## src/rtl/nf_pkg.sv

```systemverilog
package nf_pkg;
  localparam int BLK_W  = 64;
  localparam int KEY_W  = 80;
  localparam int BR_W   = 16;
  localparam int HALF_W = BR_W / 2;
  localparam int NIB_W  = 4;
  localparam int RK_W   = 2 * BR_W;
  localparam int N_LANE = 2;

  localparam logic [63:0] SBOX_DEFAULT = 64'h21748FE3DA09B65C;
endpackage

```

## src/rtl/nf_inner_round.sv

```systemverilog
module nf_inner_round
  import nf_pkg::*;
#(
  parameter logic [63:0] SBOX_TBL = SBOX_DEFAULT
) (
  input  logic [BR_W-1:0] x_i,
  output logic [BR_W-1:0] y_o
);
  localparam int N_NIB = HALF_W / NIB_W;

  logic [HALF_W-1:0] l_w, r_w, sub_w;

  assign l_w = x_i[BR_W-1:HALF_W];
  assign r_w = x_i[HALF_W-1:0];

  for (genvar g = 0; g < N_NIB; g++) begin : g_sbox
    logic [NIB_W-1:0] nib_w;
    assign nib_w = r_w[g*NIB_W +: NIB_W];
    assign sub_w[g*NIB_W +: NIB_W] = SBOX_TBL[{nib_w, 2'b00} +: NIB_W];
  end

  assign y_o = {r_w, l_w ^ sub_w};
endmodule

```

## src/rtl/nf_key_sched.sv

```systemverilog
module nf_key_sched
  import nf_pkg::*;
#(
  parameter int RND_W = 5
) (
  input  logic             clk_i,
  input  logic             rst_ni,
  input  logic             load_i,
  input  logic [KEY_W-1:0] key_i,
  input  logic             adv_i,
  input  logic [RND_W-1:0] rnd_i,
  output logic [RK_W-1:0]  rk_o
);
  logic [KEY_W-1:0] key_q;

  always_ff @(posedge clk_i or negedge rst_ni) begin
    if (!rst_ni)     key_q <= '0;
    else if (load_i) key_q <= key_i;
    else if (adv_i)  key_q <= {key_q[KEY_W-RK_W-1:0], key_q[KEY_W-1 -: RK_W]};
  end

  // two leading words plus round index constant
  assign rk_o = key_q[KEY_W-1 -: RK_W] ^ RK_W'(rnd_i);

  a_r7_key_load: assert property (@(posedge clk_i) disable iff (!rst_ni)
    load_i |=> key_q == $past(key_i));
endmodule

```

## src/rtl/nf_ctrl.sv

```systemverilog
module nf_ctrl #(
  parameter int OUTER = 18,
  parameter int INNER = 6,
  localparam int IN_W  = $clog2(INNER + 1),
  localparam int RND_W = $clog2(OUTER + 1)
) (
  input  logic             clk_i,
  input  logic             rst_ni,
  input  logic             start_i,
  output logic             load_o,
  output logic             first_in_o,
  output logic             last_in_o,
  output logic             last_rnd_o,
  output logic [RND_W-1:0] rnd_o,
  output logic             busy_o,
  output logic             done_o
);
  logic             busy_q, done_q;
  logic [IN_W-1:0]  in_q;
  logic [RND_W-1:0] rnd_q;

  assign load_o     = start_i & ~busy_q;
  assign first_in_o = in_q == '0;
  assign last_in_o  = in_q == IN_W'(INNER - 1);
  assign last_rnd_o = rnd_q == RND_W'(OUTER - 1);
  assign rnd_o      = rnd_q;
  assign busy_o     = busy_q;
  assign done_o     = done_q;

  always_ff @(posedge clk_i or negedge rst_ni) begin
    if (!rst_ni) begin
      busy_q <= 1'b0;
      done_q <= 1'b0;
      in_q   <= '0;
      rnd_q  <= '0;
    end else begin
      done_q <= 1'b0;
      if (load_o) begin
        busy_q <= 1'b1;
        in_q   <= '0;
        rnd_q  <= '0;
      end else if (busy_q) begin
        if (last_in_o) begin
          in_q <= '0;
          if (last_rnd_o) begin
            busy_q <= 1'b0;
            done_q <= 1'b1;
          end else begin
            rnd_q <= rnd_q + 1'b1;
          end
        end else begin
          in_q <= in_q + 1'b1;
        end
      end
    end
  end

  a_r2_busy_after_load: assert property (@(posedge clk_i) disable iff (!rst_ni)
    load_o |=> busy_q);
  a_r4_done_pulse: assert property (@(posedge clk_i) disable iff (!rst_ni)
    done_q |=> !done_q);
  a_r4_done_not_busy: assert property (@(posedge clk_i) disable iff (!rst_ni)
    done_q |-> !busy_q);
  a_r3_inner_range: assert property (@(posedge clk_i) disable iff (!rst_ni)
    in_q < IN_W'(INNER));
  a_r8_no_abort: assert property (@(posedge clk_i) disable iff (!rst_ni)
    busy_q && !(last_in_o && last_rnd_o) |=> busy_q);
endmodule

```

## src/rtl/nfeistel_enc.sv

```systemverilog
module nfeistel_enc
  import nf_pkg::*;
#(
  parameter int          OUTER    = 18,
  parameter int          INNER    = 6,
  parameter logic [63:0] SBOX_TBL = SBOX_DEFAULT
) (
  input  logic             clk_i,
  input  logic             rst_ni,
  input  logic             start_i,
  input  logic [BLK_W-1:0] pt_i,
  input  logic [KEY_W-1:0] key_i,
  output logic [BLK_W-1:0] ct_o,
  output logic             done_o,
  output logic             busy_o
);
  localparam int RND_W = $clog2(OUTER + 1);

  logic             load_w, first_in_w, last_in_w, last_rnd_w;
  logic [RND_W-1:0] rnd_w;
  logic [RK_W-1:0]  rk_w;

  nf_ctrl #(.OUTER(OUTER), .INNER(INNER)) i_ctrl (
    .clk_i      (clk_i),
    .rst_ni     (rst_ni),
    .start_i    (start_i),
    .load_o     (load_w),
    .first_in_o (first_in_w),
    .last_in_o  (last_in_w),
    .last_rnd_o (last_rnd_w),
    .rnd_o      (rnd_w),
    .busy_o     (busy_o),
    .done_o     (done_o)
  );

  nf_key_sched #(.RND_W(RND_W)) i_key (
    .clk_i  (clk_i),
    .rst_ni (rst_ni),
    .load_i (load_w),
    .key_i  (key_i),
    .adv_i  (busy_o & last_in_w),
    .rnd_i  (rnd_w),
    .rk_o   (rk_w)
  );

  logic [BLK_W-1:0] st_q, st_nx;
  logic [BR_W-1:0]  br [4];
  logic [BR_W-1:0]  f_q [N_LANE];
  logic [BR_W-1:0]  f_in [N_LANE];
  logic [BR_W-1:0]  f_nx [N_LANE];
  logic [BR_W-1:0]  mix [N_LANE];

  for (genvar b = 0; b < 4; b++) begin : g_br
    assign br[b] = st_q[BLK_W-1-b*BR_W -: BR_W];
  end

  // lane 0 works on branches 0/1 with KH, lane 1 on branches 2/3 with KL
  for (genvar ln = 0; ln < N_LANE; ln++) begin : g_lane
    assign f_in[ln] = first_in_w ? br[2*ln] : f_q[ln];

    nf_inner_round #(.SBOX_TBL(SBOX_TBL)) i_round (
      .x_i (f_in[ln]),
      .y_o (f_nx[ln])
    );

    assign mix[ln] = br[2*ln+1] ^ f_nx[ln] ^ rk_w[RK_W-1-ln*BR_W -: BR_W];

    always_ff @(posedge clk_i or negedge rst_ni) begin
      if (!rst_ni)     f_q[ln] <= '0;
      else if (busy_o) f_q[ln] <= f_nx[ln];
    end
  end

  assign st_nx = last_rnd_w ? {br[0], mix[0], br[2], mix[1]}
                            : {mix[0], br[2], mix[1], br[0]};

  always_ff @(posedge clk_i or negedge rst_ni) begin
    if (!rst_ni)                    st_q <= '0;
    else if (load_w)                st_q <= pt_i;
    else if (busy_o && last_in_w)   st_q <= st_nx;
  end

  assign ct_o = st_q;

  a_r10_hold_idle: assert property (@(posedge clk_i) disable iff (!rst_ni)
    !busy_o && !start_i |=> $stable(ct_o));
  a_r5_state_frozen_mid_round: assert property (@(posedge clk_i) disable iff (!rst_ni)
    busy_o && !last_in_w && !start_i |=> $stable(ct_o));
endmodule

```

## config.mk

```make
export PLATFORM = sky130hd
export DESIGN_NAME = nfeistel_enc
export DESIGN_NICKNAME = d
export VERILOG_FILES = /design/src/rtl/nf_pkg.sv /design/src/rtl/nf_inner_round.sv /design/src/rtl/nf_key_sched.sv /design/src/rtl/nf_ctrl.sv /design/src/rtl/nfeistel_enc.sv
export SDC_FILE = /design/constraint.sdc
export NUM_CORES = 1
export LEC_CHECK = 0
export ABC_AREA = 1
export BUFFER_PORTS_ARGS = -buffer_cell sky130_fd_sc_hd__buf_2
export CAP_MARGIN = 25
export CORE_MARGIN = 3
export CORE_UTILIZATION = 28
export DETAILED_ROUTE_END_ITERATION = 10
export PLACE_DENSITY = 0.47
export SKIP_CTS_REPAIR_TIMING = 1
export SLEW_MARGIN = 20
export SYNTH_ARGS = -nofsm -noshare
export SYNTH_HDL_FRONTEND = slang
export SYNTH_SLANG_ARGS = --single-unit
```

## constraint.sdc

```tcl
create_clock -name clk_i -period 6.8 [get_ports clk_i]
set_clock_uncertainty 0.2 [all_clocks]
set_input_delay 1.36 -clock clk_i [delete_from_list [all_inputs] [get_ports clk_i]]
set_output_delay 1.36 -clock clk_i [all_outputs]
set_load 0.03 [all_outputs]
```

Word level (Yosys, flattened, before mapping)
Index checks and enable logic that the tools add are counted.
W data, S select, Z words.
{ "totals": {"reg_bits": 186, "output_inout_bits": 66, "word_cells": 58} }
{ "classes": {"add_sub_neg": 2, "eq_ne": 3, "shift": 4, "muxes": 22, "bitwise_logic": 10, "n_reduce_logical": 8} }
{ "ops": {"columns": ["op", "count"], "rows": [
  ["$shiftx A64 B7 Y4 const A", 4],
  ["$mux W64", 3],
  ["$mux W80", 2],
  ["$xor A16 B16 Y16", 4],
  ["$mux W16", 2],
  ["$xor A32 B5 Y32", 1],
  ["$mux W5", 4],
  ["$xor A8 B8 Y8", 2],
  ["$mux W3", 3],
  ["$mux W1", 8],
  ["$reduce_bool A2 Y1", 4],
  ["$add A5 B1 Y5 const B", 1],
  ["$eq A5 B5 Y1 const B", 1],
  ["$add A3 B1 Y3 const B", 1],
  ["$eq A3 B3 Y1 const B", 1],
  ["$logic_not A3 Y1", 1],
  ["$reduce_and A3 Y1", 1],
  ["$and A1 B1 Y1", 2],
  ["$ne A2 B1 Y1 const B", 1],
  ["$reduce_and A2 Y1", 1],
  ["$logic_and A1 B1 Y1", 1],
  ["$not A1 Y1", 1]
]} }

Longest topological paths before layout
{ "logic_depth": {"word_depth": 9, "depth_mapped": 17, "mapped_depth_nobuf": 16} }

Cells and area by module
From an unflattened synthesis, not the netlist that was laid out.
{ "hier_totals": {"cells_unflattened": 1728, "area_unflattened_um2": 11742.5} }
{ "by_module_without_submodules": {"columns": ["module", "n_inst", "cells_per_inst", "area_each_um2", "seq_area_each_um2"], "rows": [
  ["nfeistel_enc", 1, 947, 5998.3, 2402.3],
  ["nf_key_sched", 1, 468, 3831.2, 2001.9],
  ["nf_inner_round", 2, 120, 671.9, 0.0],
  ["nf_ctrl", 1, 73, 569.3, 250.2]
]} }

Worst setup path after synthesis
No wires, ideal clock.
{ "synth_path": {"kind": "input port to flip-flop", "startpoint": "in start_i", "endpoint": "reg st_q[55], in the netlist ct_o[55]", "t_arrival_ps": 2347, "required_time_ps": 6478, "setup_slack_ps": 4131, "cell_stages": 8, "path_cell_list": "nand2_1 -> inv_2 -> nor2_2 -> nor2_1 -> buf_2 -> buf_2 -> nor2_1 -> a21oi_2"} }
{ "synth_via": {"elab_chain_len": 3} }
{ "synth_lines": {"columns": ["item", "line", "rtl"], "rows": [
  ["from (decl)", "nfeistel_enc.sv:10", "input logic start_i,"],
  ["$and A1 B1 Y1 *", "nf_ctrl.sv:22", "assign load_o = start_i & ~busy_q;"],
  ["$ne A2 B1 Y1 (no source line) or $reduce_bool A2 Y1 (tied branches)", null, null],
  ["$reduce_and A2 Y1 (no source line)", null, null],
  ["to (signal assigned)", "nfeistel_enc.sv:79", "else if (load_w) st_q <= pt_i;"],
  ["to (signal assigned)", "nfeistel_enc.sv:80", "else if (busy_o && last_in_w) st_q <= st_nx;"],
  ["to (decl)", "nfeistel_enc.sv:46", "logic [BLK_W-1:0] st_q, st_nx;"]
]} }
Mark *: on every way between the ends. The rest lies on a longest branch, timed or not.
A chain may end at the register's enable or synchronous reset.

Worst setup path in the final report
{ "layout_path": {"startpoint": "reg i_ctrl.busy_q, in the netlist i_ctrl.busy_o", "endpoint": "reg i_ctrl.rnd_q[3], in the netlist i_ctrl.rnd_o[3]"} }
{ "layout_via": {"elab_chain_len": 4} }
{ "layout_lines": {"columns": ["item", "line", "rtl"], "rows": [
  ["from (decl)", "nf_ctrl.sv:18", "logic busy_q, done_q;"],
  ["from (signal assigned)", "nf_ctrl.sv:32", "busy_q <= 1'b0;"],
  ["from (signal assigned)", "nf_ctrl.sv:39", "busy_q <= 1'b1;"],
  ["from (signal assigned)", "nf_ctrl.sv:46", "busy_q <= 1'b0;"],
  ["$not A1 Y1", "nf_ctrl.sv:22", null],
  ["$and A1 B1 Y1", "nf_ctrl.sv:22", null],
  ["$ne A2 B1 Y1 (no source line) or $reduce_bool A2 Y1 (tied branches)", null, null],
  ["$reduce_and A3 Y1 (no source line)", null, null],
  ["to (signal assigned)", "nf_ctrl.sv:49", "rnd_q <= rnd_q + 1'b1;"],
  ["to (decl)", "nf_ctrl.sv:20", "logic [RND_W-1:0] rnd_q;"]
]} }
Parallel ways exist; a longest one is shown, timed or not.

==> results.toml <==
[drt]
wirelength_um = 42000
ant_nets = 0
firstDrtPassIters = 5
wire_per_inst_um = 20.0
viasPerCell = 4.93
dr_total_vias = 10400
drt_iter0_drc = 864
post-route-drc-count = 0

[timing]
worst_slew_pin_slew_ns = 1.03
slew_headroom_pct = 31.1
final-hold-violation-count = 0
fin_crit_ns = 3.80
fin_tns_setup_ns = 0
rsz0062_at_grt = "no"
finalCritPeriodShare_pct = 55.8
fmax_mhz = 263
final_max_slew_viol_count = 0
setup_violations = 0

[floorplan]
io_pins = 213
die_h_um = 201
coreArea_sq_mm = 0.0371
dieArea_sq_mm = 0.0405
start_util_pct = 28.8
die_w_um = 201
num_rows = 70

[global_routing]
overflow = 0
antenna_found_initial = 1
gr-usage-all-layers_pct = 20.5
grt_first_pass_wirelength_um = 62800
grt_max_degree = 117
grt_pass1_vias = 9902

[synthesis]
syn-num-nets = 1577
ys_ff_latch = 186
syn-instance-count = 1416
synth.distinct_cells = 38
yosys_warnings = 0
synth-edff-count = 0
synthArstFlopShare_pct = 100
dominantRegCellSynth = "dfrtp_1"
synth_top_area_share_pct = 43.6
synth_area_leaders = "dfrtp_1 (44%), nand2_1 (14%), a31oi_1 (5.4%)"
avgSynthCellArea_sq_um = 7.54
synth_area_sq_mm = 0.0107
synth_top_cell_by_area = "dfrtp_1"
yosysSeqAreaShare_pct = 43.6

[critical_path]
end_kind = "flip-flop"
crit_type = "reg2reg"
crit_fanout = 37
critPathLaunchType = "flip-flop"
reg2reg_slack_ns = 3.00
crit_arrival_ns = 3.94
required_ns = 6.95

[cts]
clockRootBuffer = "clkbuf_16"
clk_path_buf_depth = 2
numCtsBuffers = 17
clock_latency_ns = 0.45
cts_tree = "done"
htree_levels = 4
clkSinkCount = 186
clk_pin_slew_ns = 0.08

[pwr]
max-vdd-ir-drop_uv = 204
p_int_uw = 3680
total_power_uw = 7700
p_seq_share_pct = 29.4
combPwrFrac_pct = 57.4
p_clk_share_pct = 13.3
p_switching_uw = 4020
leakage_uw = 0.00626
powerDensity_mw_per_mm2 = 605
swShare_pct = 52.2

[hold_path]
worstHoldPathType = "reg2reg"

[cells_and_area]
fin_cells = 2100
drive_gt1_share_pct = 20.4
area_delta_synth_final_pct = 19.1
utilization_pct = 34.2
layout.nets = 1743

[place]
placed_cells = 2067
io_buffers = 212
gp_congestion = 0.850
hpwlAfterDp_um = 31400

[status]
status = "complete, no violations"

[run]
max_cap_viol_count = 0
## per-stage QoR
stage | worst slack (ns) | hold WS, ns | instance area (sq um)
3_5_place_dp | 2.71 | 0.267 | 12100
5_1_grt | 2.60 | 0.304 | 12700
6_report | 3.00 | 0.282 | 12700
3_3_place_gp | 2.75 | 0.259 | 12100
4_1_cts | 2.93 | 0.285 | 12700
2_1_floorplan | 4.13 | 0.245 | 10700
## cell usage after synthesis (7+ instances only)
cell,count
a31oi_1,93
nor2_1,148
nand2_2,14
ha_1,14
or2_2,8
o21ai_2,7
nand2_1,412
a21oi_1,69
nand3_2,9
a221oi_1,12
inv_1,88
xnor2_1,31
nand3_1,87
dfrtp_1,186
clkbuf_1,40
nand3b_1,9
buf_2,27
xor2_1,22
a22oi_1,7
inv_2,12
o21ai_0,78
## per-layer routing
metal  vias to the layer above  GRT usage (%)  wire length, um
met4                         0           6.20              959
li1                       5000              -                -
met5                         -              0                0
met3                        40           3.90             2550
met1                      4962           28.8            19400
met2                       353           32.0            19100
## cells by family (layout without fill, tap and decap cells)
| kind of cell | after synthesis | in the layout | synth area share (%) |
|---|---|---|---|
| other | 0 | 1 | 0 |
| adder cells (fa/ha/maj) | 14 | 14 | 1.64 |
| AND/OR/NAND/NOR | 700 | 700 | 27.4 |
| XOR/XNOR | 53 | 53 | 4.35 |
| flip-flops | 186 | 186 | 43.6 |
| buffers and inverters | 178 | 357 | 6.92 |
| AO/OA/AOI/OAI | 285 | 285 | 16.1 |
## flip-flops by register name, summed over array words and instances (netlist names)
signal and flops:
ct_o 64, f_q 32, i_ctrl.busy_o 1, i_ctrl.done_o 1, i_ctrl.in_q 3, i_ctrl.rnd_o 5, i_key.key_q 80
## placed cells by master (no fill, tap or decap), types with 8 or more instances in the layout
cell type,count
nand2_1,411
buf_2,211
dfrtp_1,186
nor2_1,146
a31oi_1,93
inv_1,87
nand3_1,87
o21ai_0,78
a21oi_1,69
xnor2_1,31
xor2_1,22
clkbuf_16,17
nand2_2,14
ha_1,14
a221oi_1,12
buf_4,12
inv_2,11
nand3_2,9
nand3b_1,9
or2_2,8
## critical path: stages, from the launching register on
cell	delay [ns]
dfrtp_1	0.36
buf_4	0.25
inv_2	0.56
nor2_1	0.18
nor2_2	0.72
nor2_2	0.07
buf_4	0.28
inv_1	0.40
buf_4	0.38
o21ai_0	0.12
nand2_1	0.06
nor2_1	0.05
## power groups by stage
| stage | Combinational [uW] | Clock [uW] | Sequential (uW) |
|---|---|---|---|
| after floorplan | 2990 | 0 | 2360 |
| after global placement | 4370 | 0 | 2280 |
| after detailed placement | 4430 | 0 | 2280 |
| after CTS | 4450 | 1040 | 2260 |
| after global routing | 4970 | 1090 | 2330 |
| final | 4420 | 1020 | 2260 |
## area by class of cell
cell class / count / area (sq um)
Inverter: 101 / 389
Fill cell: 4021 / 24400
Timing Repair Buffer: 224 / 1160
Antenna cell: 1 / 2.50
Sequential cell: 186 / 4650
Multi-Input combinational cell: 1052 / 5310
Clock inverter: 13 / 134
Clock buffer: 19 / 443
Tap cell: 504 / 631
## final timing paths
path | startpoint | end | depth (start not counted)
setup / recovery | i_ctrl.busy_o | i_ctrl.rnd_o[3] | 11
hold / removal | f_q[14] | f_q[14] | 2
setup reg to reg | i_ctrl.busy_o | i_ctrl.rnd_o[3] | 11
hold reg to reg | f_q[14] | f_q[14] | 2
max in group asynchronous | rst_ni | f_q[23] | 2
min in group asynchronous | rst_ni | i_ctrl.done_o | 1
No activity file was read; power rests on OpenSTA's default activity.
